### src/rtl/rdp_pkg.sv
package rdp_pkg;
  typedef enum logic {SLOT_RISE = 1'b0, SLOT_FALL = 1'b1} slot_e;
  typedef enum logic {RATE_SDR = 1'b0, RATE_DDR = 1'b1} rate_e;
endpackage

### src/rtl/rdp_phase.sv
module rdp_phase
  import rdp_pkg::*;
(
  input  logic  clk_i,
  input  logic  rst_ni,
  input  logic  ddr_sel_i,
  output rate_e rate_o,
  output logic  cfg_done_o,
  output slot_e slot_o
);
  logic  cfg_done_q;
  rate_e rate_q;
  slot_e slot_q;

  // rate captured on the first edge out of master reset, then frozen
  always_ff @(posedge clk_i or negedge rst_ni) begin
    if (!rst_ni) begin
      cfg_done_q <= 1'b0;
      rate_q     <= RATE_SDR;
    end else if (!cfg_done_q) begin
      cfg_done_q <= 1'b1;
      rate_q     <= ddr_sel_i ? RATE_DDR : RATE_SDR;
    end
  end

  always_ff @(posedge clk_i or negedge rst_ni) begin
    if (!rst_ni)         slot_q <= SLOT_RISE;
    else if (cfg_done_q) slot_q <= (slot_q == SLOT_RISE) ? SLOT_FALL : SLOT_RISE;
  end

  assign rate_o     = rate_q;
  assign cfg_done_o = cfg_done_q;
  assign slot_o     = slot_q;
endmodule

### src/rtl/rdp_rd_ctrl.sv
module rdp_rd_ctrl
  import rdp_pkg::*;
(
  input  logic  clk_i,
  input  logic  rst_ni,
  input  logic  part_rst_ni,
  input  logic  cfg_done_i,
  input  slot_e slot_i,
  input  rate_e rate_i,
  input  logic  ren_ni,
  input  logic  rcs_ni,
  input  logic  empty_i,
  output logic  take_o
);
  logic pend_q;
  logic active;
  logic rise_take;
  logic fall_take;

  assign active    = cfg_done_i && part_rst_ni;
  assign rise_take = active && (slot_i == SLOT_RISE) && !ren_ni && !rcs_ni && !empty_i;
  // falling half only completes a pair opened by the preceding rising half
  assign fall_take = active && (slot_i == SLOT_FALL) && pend_q && !empty_i;
  assign take_o    = rise_take || fall_take;

  always_ff @(posedge clk_i or negedge rst_ni) begin
    if (!rst_ni)                pend_q <= 1'b0;
    else if (!part_rst_ni)      pend_q <= 1'b0;
    else if (slot_i == SLOT_RISE) pend_q <= rise_take && (rate_i == RATE_DDR);
    else                        pend_q <= 1'b0;
  end
endmodule

### src/rtl/rdp_ptr.sv
module rdp_ptr #(
  parameter int ADDR_W = 4
) (
  input  logic            clk_i,
  input  logic            rst_ni,
  input  logic            part_rst_ni,
  input  logic            take_i,
  input  logic [ADDR_W:0] wr_ptr_i,
  output logic [ADDR_W:0] rd_ptr_o,
  output logic            empty_o
);
  localparam int PTR_W = ADDR_W + 1;
  logic [PTR_W-1:0] rd_ptr_q;

  always_ff @(posedge clk_i or negedge rst_ni) begin
    if (!rst_ni)           rd_ptr_q <= '0;
    else if (!part_rst_ni) rd_ptr_q <= '0;
    else if (take_i)       rd_ptr_q <= rd_ptr_q + PTR_W'(1);
  end

  assign rd_ptr_o = rd_ptr_q;
  assign empty_o  = (rd_ptr_q == wr_ptr_i);
endmodule

### src/rtl/rdp_out_reg.sv
module rdp_out_reg #(
  parameter int DATA_W = 10
) (
  input  logic              clk_i,
  input  logic              rst_ni,
  input  logic              part_rst_ni,
  input  logic              take_i,
  input  logic [DATA_W-1:0] rdata_i,
  output logic [DATA_W-1:0] dout_o
);
  logic [DATA_W-1:0] dout_q;

  always_ff @(posedge clk_i or negedge rst_ni) begin
    if (!rst_ni)           dout_q <= '0;
    else if (!part_rst_ni) dout_q <= '0;
    else if (take_i)       dout_q <= rdata_i;
  end

  assign dout_o = dout_q;
endmodule

### src/rtl/rdp_read_port.sv
module rdp_read_port
  import rdp_pkg::*;
#(
  parameter int DATA_W = 10,
  parameter int ADDR_W = 4
) (
  input  logic              clk_i,
  input  logic              rst_ni,
  input  logic              part_rst_ni,
  input  logic              ddr_sel_i,
  input  logic              ren_ni,
  input  logic              rcs_ni,
  input  logic [ADDR_W:0]   wr_ptr_i,
  output logic [ADDR_W-1:0] mem_raddr_o,
  input  logic [DATA_W-1:0] mem_rdata_i,
  output logic              rclk_o,
  output logic [DATA_W-1:0] dout_o,
  output logic              empty_o
);
  slot_e           slot;
  rate_e           rate;
  logic            cfg_done;
  logic            take;
  logic            empty;
  logic [ADDR_W:0] rd_ptr;

  rdp_phase u_phase (
    .clk_i      (clk_i),
    .rst_ni     (rst_ni),
    .ddr_sel_i  (ddr_sel_i),
    .rate_o     (rate),
    .cfg_done_o (cfg_done),
    .slot_o     (slot)
  );

  rdp_rd_ctrl u_ctrl (
    .clk_i       (clk_i),
    .rst_ni      (rst_ni),
    .part_rst_ni (part_rst_ni),
    .cfg_done_i  (cfg_done),
    .slot_i      (slot),
    .rate_i      (rate),
    .ren_ni      (ren_ni),
    .rcs_ni      (rcs_ni),
    .empty_i     (empty),
    .take_o      (take)
  );

  rdp_ptr #(.ADDR_W(ADDR_W)) u_ptr (
    .clk_i       (clk_i),
    .rst_ni      (rst_ni),
    .part_rst_ni (part_rst_ni),
    .take_i      (take),
    .wr_ptr_i    (wr_ptr_i),
    .rd_ptr_o    (rd_ptr),
    .empty_o     (empty)
  );

  rdp_out_reg #(.DATA_W(DATA_W)) u_out (
    .clk_i       (clk_i),
    .rst_ni      (rst_ni),
    .part_rst_ni (part_rst_ni),
    .take_i      (take),
    .rdata_i     (mem_rdata_i),
    .dout_o      (dout_o)
  );

  assign mem_raddr_o = rd_ptr[ADDR_W-1:0];
  assign empty_o     = empty;
  assign rclk_o      = cfg_done && (slot == SLOT_RISE);
endmodule

### config.mk
export PLATFORM = sky130hd
export DESIGN_NAME = rdp_read_port
export DESIGN_NICKNAME = d
export VERILOG_FILES = /design/src/rtl/rdp_pkg.sv /design/src/rtl/rdp_phase.sv /design/src/rtl/rdp_rd_ctrl.sv /design/src/rtl/rdp_ptr.sv /design/src/rtl/rdp_out_reg.sv /design/src/rtl/rdp_read_port.sv
export SDC_FILE = /design/constraint.sdc
export NUM_CORES = 1
export LEC_CHECK = 0
export ABC_AREA = 1
export BUFFER_PORTS_ARGS = -buffer_cell sky130_fd_sc_hd__buf_2
export CAP_MARGIN = 20
export CORE_MARGIN = 2
export CORE_UTILIZATION = 30
export CTS_CLUSTER_SIZE = 16
export DETAILED_ROUTE_END_ITERATION = 10
export MAX_ROUTING_LAYER = met4
export SLEW_MARGIN = 20
export SYNTH_ARGS = -nofsm -noshare
export SYNTH_HDL_FRONTEND = slang
export SYNTH_SLANG_ARGS = --single-unit
### constraint.sdc
create_clock -name clk_i -period 1.4 [get_ports clk_i]
set_input_delay 0 -clock clk_i [delete_from_list [all_inputs] [get_ports clk_i]]
set_output_delay 0 -clock clk_i [all_outputs]
set_load 0.02 [all_outputs]
==> impl_results.rst <==
.. list-table::
   :header-rows: 1

   * - Metric
     - Value
   * - Endpoints failing hold
     - 0
   * - Via count of the first global-routing pass
     - 1023
   * - Setup repair after global routing missed its margin
     - true
   * - Share of synthesized flip-flops with an asynchronous set or reset
     - 100.0%
   * - Num CTS Buffers
     - 3
   * - Clk buf depth
     - 2
   * - Clock latency on the worst-skew pair
     - 0.30 ns
   * - TritonCTS clock tree
     - yes
   * - DIE AREA
     - 4109 um2
   * - Number of flops mapped to enable cells by yosys
     - 0
   * - Power Dens Cells
     - 743.6 nW/um2
   * - Global-route usage over all layers
     - 14.82%
   * - Multi-input logic area
     - 503.0 um2
   * - Setup slack of the most critical reg-to-reg path
     - 0.01 ns
   * - Hold Path End
     - u_ctrl.pend_q$_DFF_PN0_
   * - Largest net degree at the start of global routing
     - 20
   * - Sum of negative setup slack
     - -0.01639 ns
   * - Cell type contributing the most total cell area after synthesis
     - dfrtp_1
   * - Sum of overflow across all layers after global routing
     - 0
   * - Top-count cell post-synth
     - nand2_1
   * - Area of the mapped netlist
     - 1084 um2
   * - HPWL Detailed
     - 1730 um
   * - Clock-pin slew on the worst setup and hold paths
     - 0.11 ns
   * - Power share of the sequential group
     - 53.6%
   * - DR pass1 iterations
     - 4
   * - Most instantiated cells after synthesis
     - nand2_1 (30), dfrtp_1 (19), nand3_1 (19)
   * - Cell area after layout
     - 1560 um2
   * - Most common cell on crit path
     - nor2_1
   * - Die span in y
     - 64.10 um
   * - Worst hold path startpoint
     - part_rst_ni
   * - Initial antenna violation count
     - 0
   * - Horizontal die dimension
     - 64.10 um
   * - Wire length of the first global-routing pass
     - 4629 um
   * - Sw Ratio
     - 30.52%
   * - Final Slew Violations
     - 0
   * - Endpoint type of the worst setup path
     - output pin
   * - DRC viols
     - 0
   * - Predominant post-synthesis flop cell
     - dfrtp_1
   * - Startpoint of the lowest-slack register-to-register path
     - u_ptr.rd_ptr_o[0]$_DFFE_PN0P_
   * - Wire length reported by the detailed router
     - 2843 um
   * - Maximum VDD drop
     - 497.5 uV
   * - Worst path arrival time
     - 1.42 ns
   * - Clock network power share
     - 24.6%
   * - Met1 layer wirelength in the final routing
     - 1240 um
   * - Final setup violation count
     - 1
   * - Layout cell share with drive strength beyond 1
     - 43.48%
   * - Number of nets still failing antenna checks after routing
     - 0
   * - Sequential element share of the synthesized area
     - 43.88%
   * - Post-layout minimum cycle time
     - 1.416 ns
   * - Highest layer used for signal routing
     - met4
   * - Failing checks
     - setup timing
   * - Top cells by area in the synthesized netlist
     - dfrtp_1 (44%), nand2_1 (10%), nand3_1 (8.8%)
   * - CP cell instances
     - nor2_1 > nor2_1 > nor2_2 > nand3_4 > buf_8 > inv_4 > buf_6
   * - Standard-cell rows
     - 21
   * - Routability-driven placement congestion ratio
     - 0.7624
   * - Synthesized flop and latch total
     - 19
   * - Initial Utilization
     - 31.72%
   * - CTS sink count
     - 19
   * - Result of the run
     - finished, violations left
   * - DP Area
     - 1287 um2
   * - Number of cells on the worst reg-to-reg path
     - 8
   * - Vias after detailed routing
     - 1016
   * - Synth top area share
     - 43.88%
   * - Slowest library cell on the worst path
     - dfrtp_2
   * - Synthesized netlist cell count
     - 126
   * - Sw power
     - 0.3541 mW
   * - Delay contributed by the slowest stage of the critical path
     - 0.43 ns
   * - Placeable Area
     - 3416 um2
   * - Maximum achievable frequency
     - 0.7060 GHz
   * - Number of maximum-capacitance constraint violations
     - 0
   * - Critical path peak fanout
     - 3
   * - Final setup skew
     - 0.002563 ns
   * - Vias per cell
     - 4.417
   * - Storage cell area
     - 478.0 um2
   * - Number of inserted filler cells in the final layout
     - 354
   * - Warning count from the yosys run
     - 0
   * - Synth unique cells
     - 25
   * - Post-Syn Nets
     - 148
   * - Startpoint Class
     - register
   * - Top-Level Pins
     - 37
   * - Synth-to-layout area growth
     - 44.00%
   * - Critical Setup Path Class
     - register to output pin
   * - Mapped Avg Cell Area
     - 8.600 um2
   * - Pint
     - 0.8061 mW
   * - Final worst path period share
     - 101.2%
   * - Worst EP required
     - 1.40 ns
   * - Antenna fix cells
     - 0
   * - Root buffer cell
     - clkbuf_4
   * - Worst r2r dst
     - u_ptr.rd_ptr_o[2]$_DFFE_PN0P_
   * - Buffers on Ports
     - 36
   * - Routed length per instance
     - 12.36 um
   * - Hold Path Stages
     - 5
   * - H-tree lvl count
     - 1
   * - Static leakage
     - 0.8616 nW
   * - Met2 layer wire length in the routed design
     - 1430 um
   * - Starting DRC count in detailed routing
     - 44
   * - Combinational share of power
     - 21.8%
   * - Final worst setup slack
     - -0.01639 ns
   * - Length of routed met3 wiring
     - 119 um
   * - Hold WC Path Type
     - input port to register
   * - Final Net Count
     - 207
-- area by class of cell --
class,instances,area share (%)
sequential,19,30.63
inverter,14,3.528
timing repair buffer,64,28.15
clock buffer,3,1.443
multi-input combinational,83,32.24
tap,46,3.689
clock inverter,1,0.3208
-- flip-flops by register name (all words and copies together) (netlist names) --
name,count
u_phase.cfg_done_o,1
u_ctrl.pend_q,1
u_ptr.rd_ptr_o,5
u_phase.rate_o,1
u_phase.slot_o,1
u_out.dout_o,10
-- worst max-delay path, delay by kind of cell, from the launching register on --
family        cells  cell delay [ns]
simple gates      4             0.42
flops             1             0.43
buf+inv           3             0.28
-- cell usage in the layout (no fill, tap or decap) --
cell           Yosys  layout
nand3_1           19      19
o21ai_0            1       1
inv_1             10       9
nand2_2            3       4
nand4_1            6       6
nand2_1           30      29
nor3_2             0       1
nor2_4             1       1
dfrtp_1           19      17
inv_2              3       3
o21bai_1           1       1
xnor2_2            0       1
nand2_8            0       1
nor3_1             2       1
dlygate4sd3_1      0      14
buf_2              2      35
clkinv_1           1       1
ha_2               0       1
conb_1             1       1
buf_4              6      13
buf_6              0       1
buf_8              0       1
inv_4              0       1
nand3_2            9       9
nor2_2             1       1
dfrtp_2            0       2
nand3_4            1       1
nor2_1             3       3
clkbuf_4           0       3
clkinv_2           0       1
xor2_1             2       2
-- layer usage --
layer  GRT usage (%)  vias up
li1                -      514
met1           18.00      468
met2           24.61       28
met3           2.465        6
met4           5.851        0
met5               -        -
-- power groups by stage --
stage | clock [mW] | sequential, mW | combinational, mW
floorplan | 0 | 0.642 | 0.108
global placement | 0 | 0.627 | 0.201
detailed placement | 0 | 0.630 | 0.204
CTS | 0.294 | 0.618 | 0.250
global route | 0.320 | 0.629 | 0.279
finish | 0.285 | 0.622 | 0.253
-- through the flow --
stage	total power [mW]	utilization [%]	cells	hold WS, ns	setup WS, ns
2_1_floorplan	0.7504	-	126	-0.2956	0.1300
3_3_place_gp	0.8272	37.69	204	-0.03761	0.09607
3_5_place_dp	0.8345	37.69	204	-0.02963	0.03951
4_1_cts	1.162	44.73	227	0.07508	-0.02213
5_1_grt	1.228	45.68	230	0.09562	-0.1015
6_report	1.160	45.68	230	0.08433	-0.01639
-- cells by family after synthesis --
kind of cell,share of synthesized area (%)
other cells,0.3461
buf+inv,12.12
compound gates,1.155
xor+xnor,2.425
flops,43.88
fa+ha+maj,1.155
simple gates,38.92
-- how the worst max path moves through the flow --
stage / from / endpoint / slack, ns / cells after the start
6_report: u_ptr.rd_ptr_o[0]$_DFFE_PN0P_ / empty_o / -0.02 / 7
5_1_grt: u_ptr.rd_ptr_o[2]$_DFFE_PN0P_ / empty_o / -0.10 / 7
4_1_cts: u_ptr.rd_ptr_o[0]$_DFFE_PN0P_ / empty_o / -0.02 / 7
3_5_place_dp: u_ptr.rd_ptr_o[0]$_DFFE_PN0P_ / u_ctrl.pend_q$_DFF_PN0_ / 0.04 / 8
3_3_place_gp: u_ptr.rd_ptr_o[3]$_DFFE_PN0P_ / u_ptr.rd_ptr_o[2]$_DFFE_PN0P_ / 0.1 / 8
2_1_floorplan: u_ptr.rd_ptr_o[2]$_DFFE_PN0P_ / u_ptr.rd_ptr_o[3]$_DFFE_PN0P_ / 0.13 / 9
-- what timing repair did --
action,CTS,global route
buffers inserted,5,3
resized for setup,10,3
pin swaps,4,3
hold buffers,14,0
hold endpoints to repair,31,0
endpoints found under the setup margin,1,16
Power figures use the tool's default switching activity.
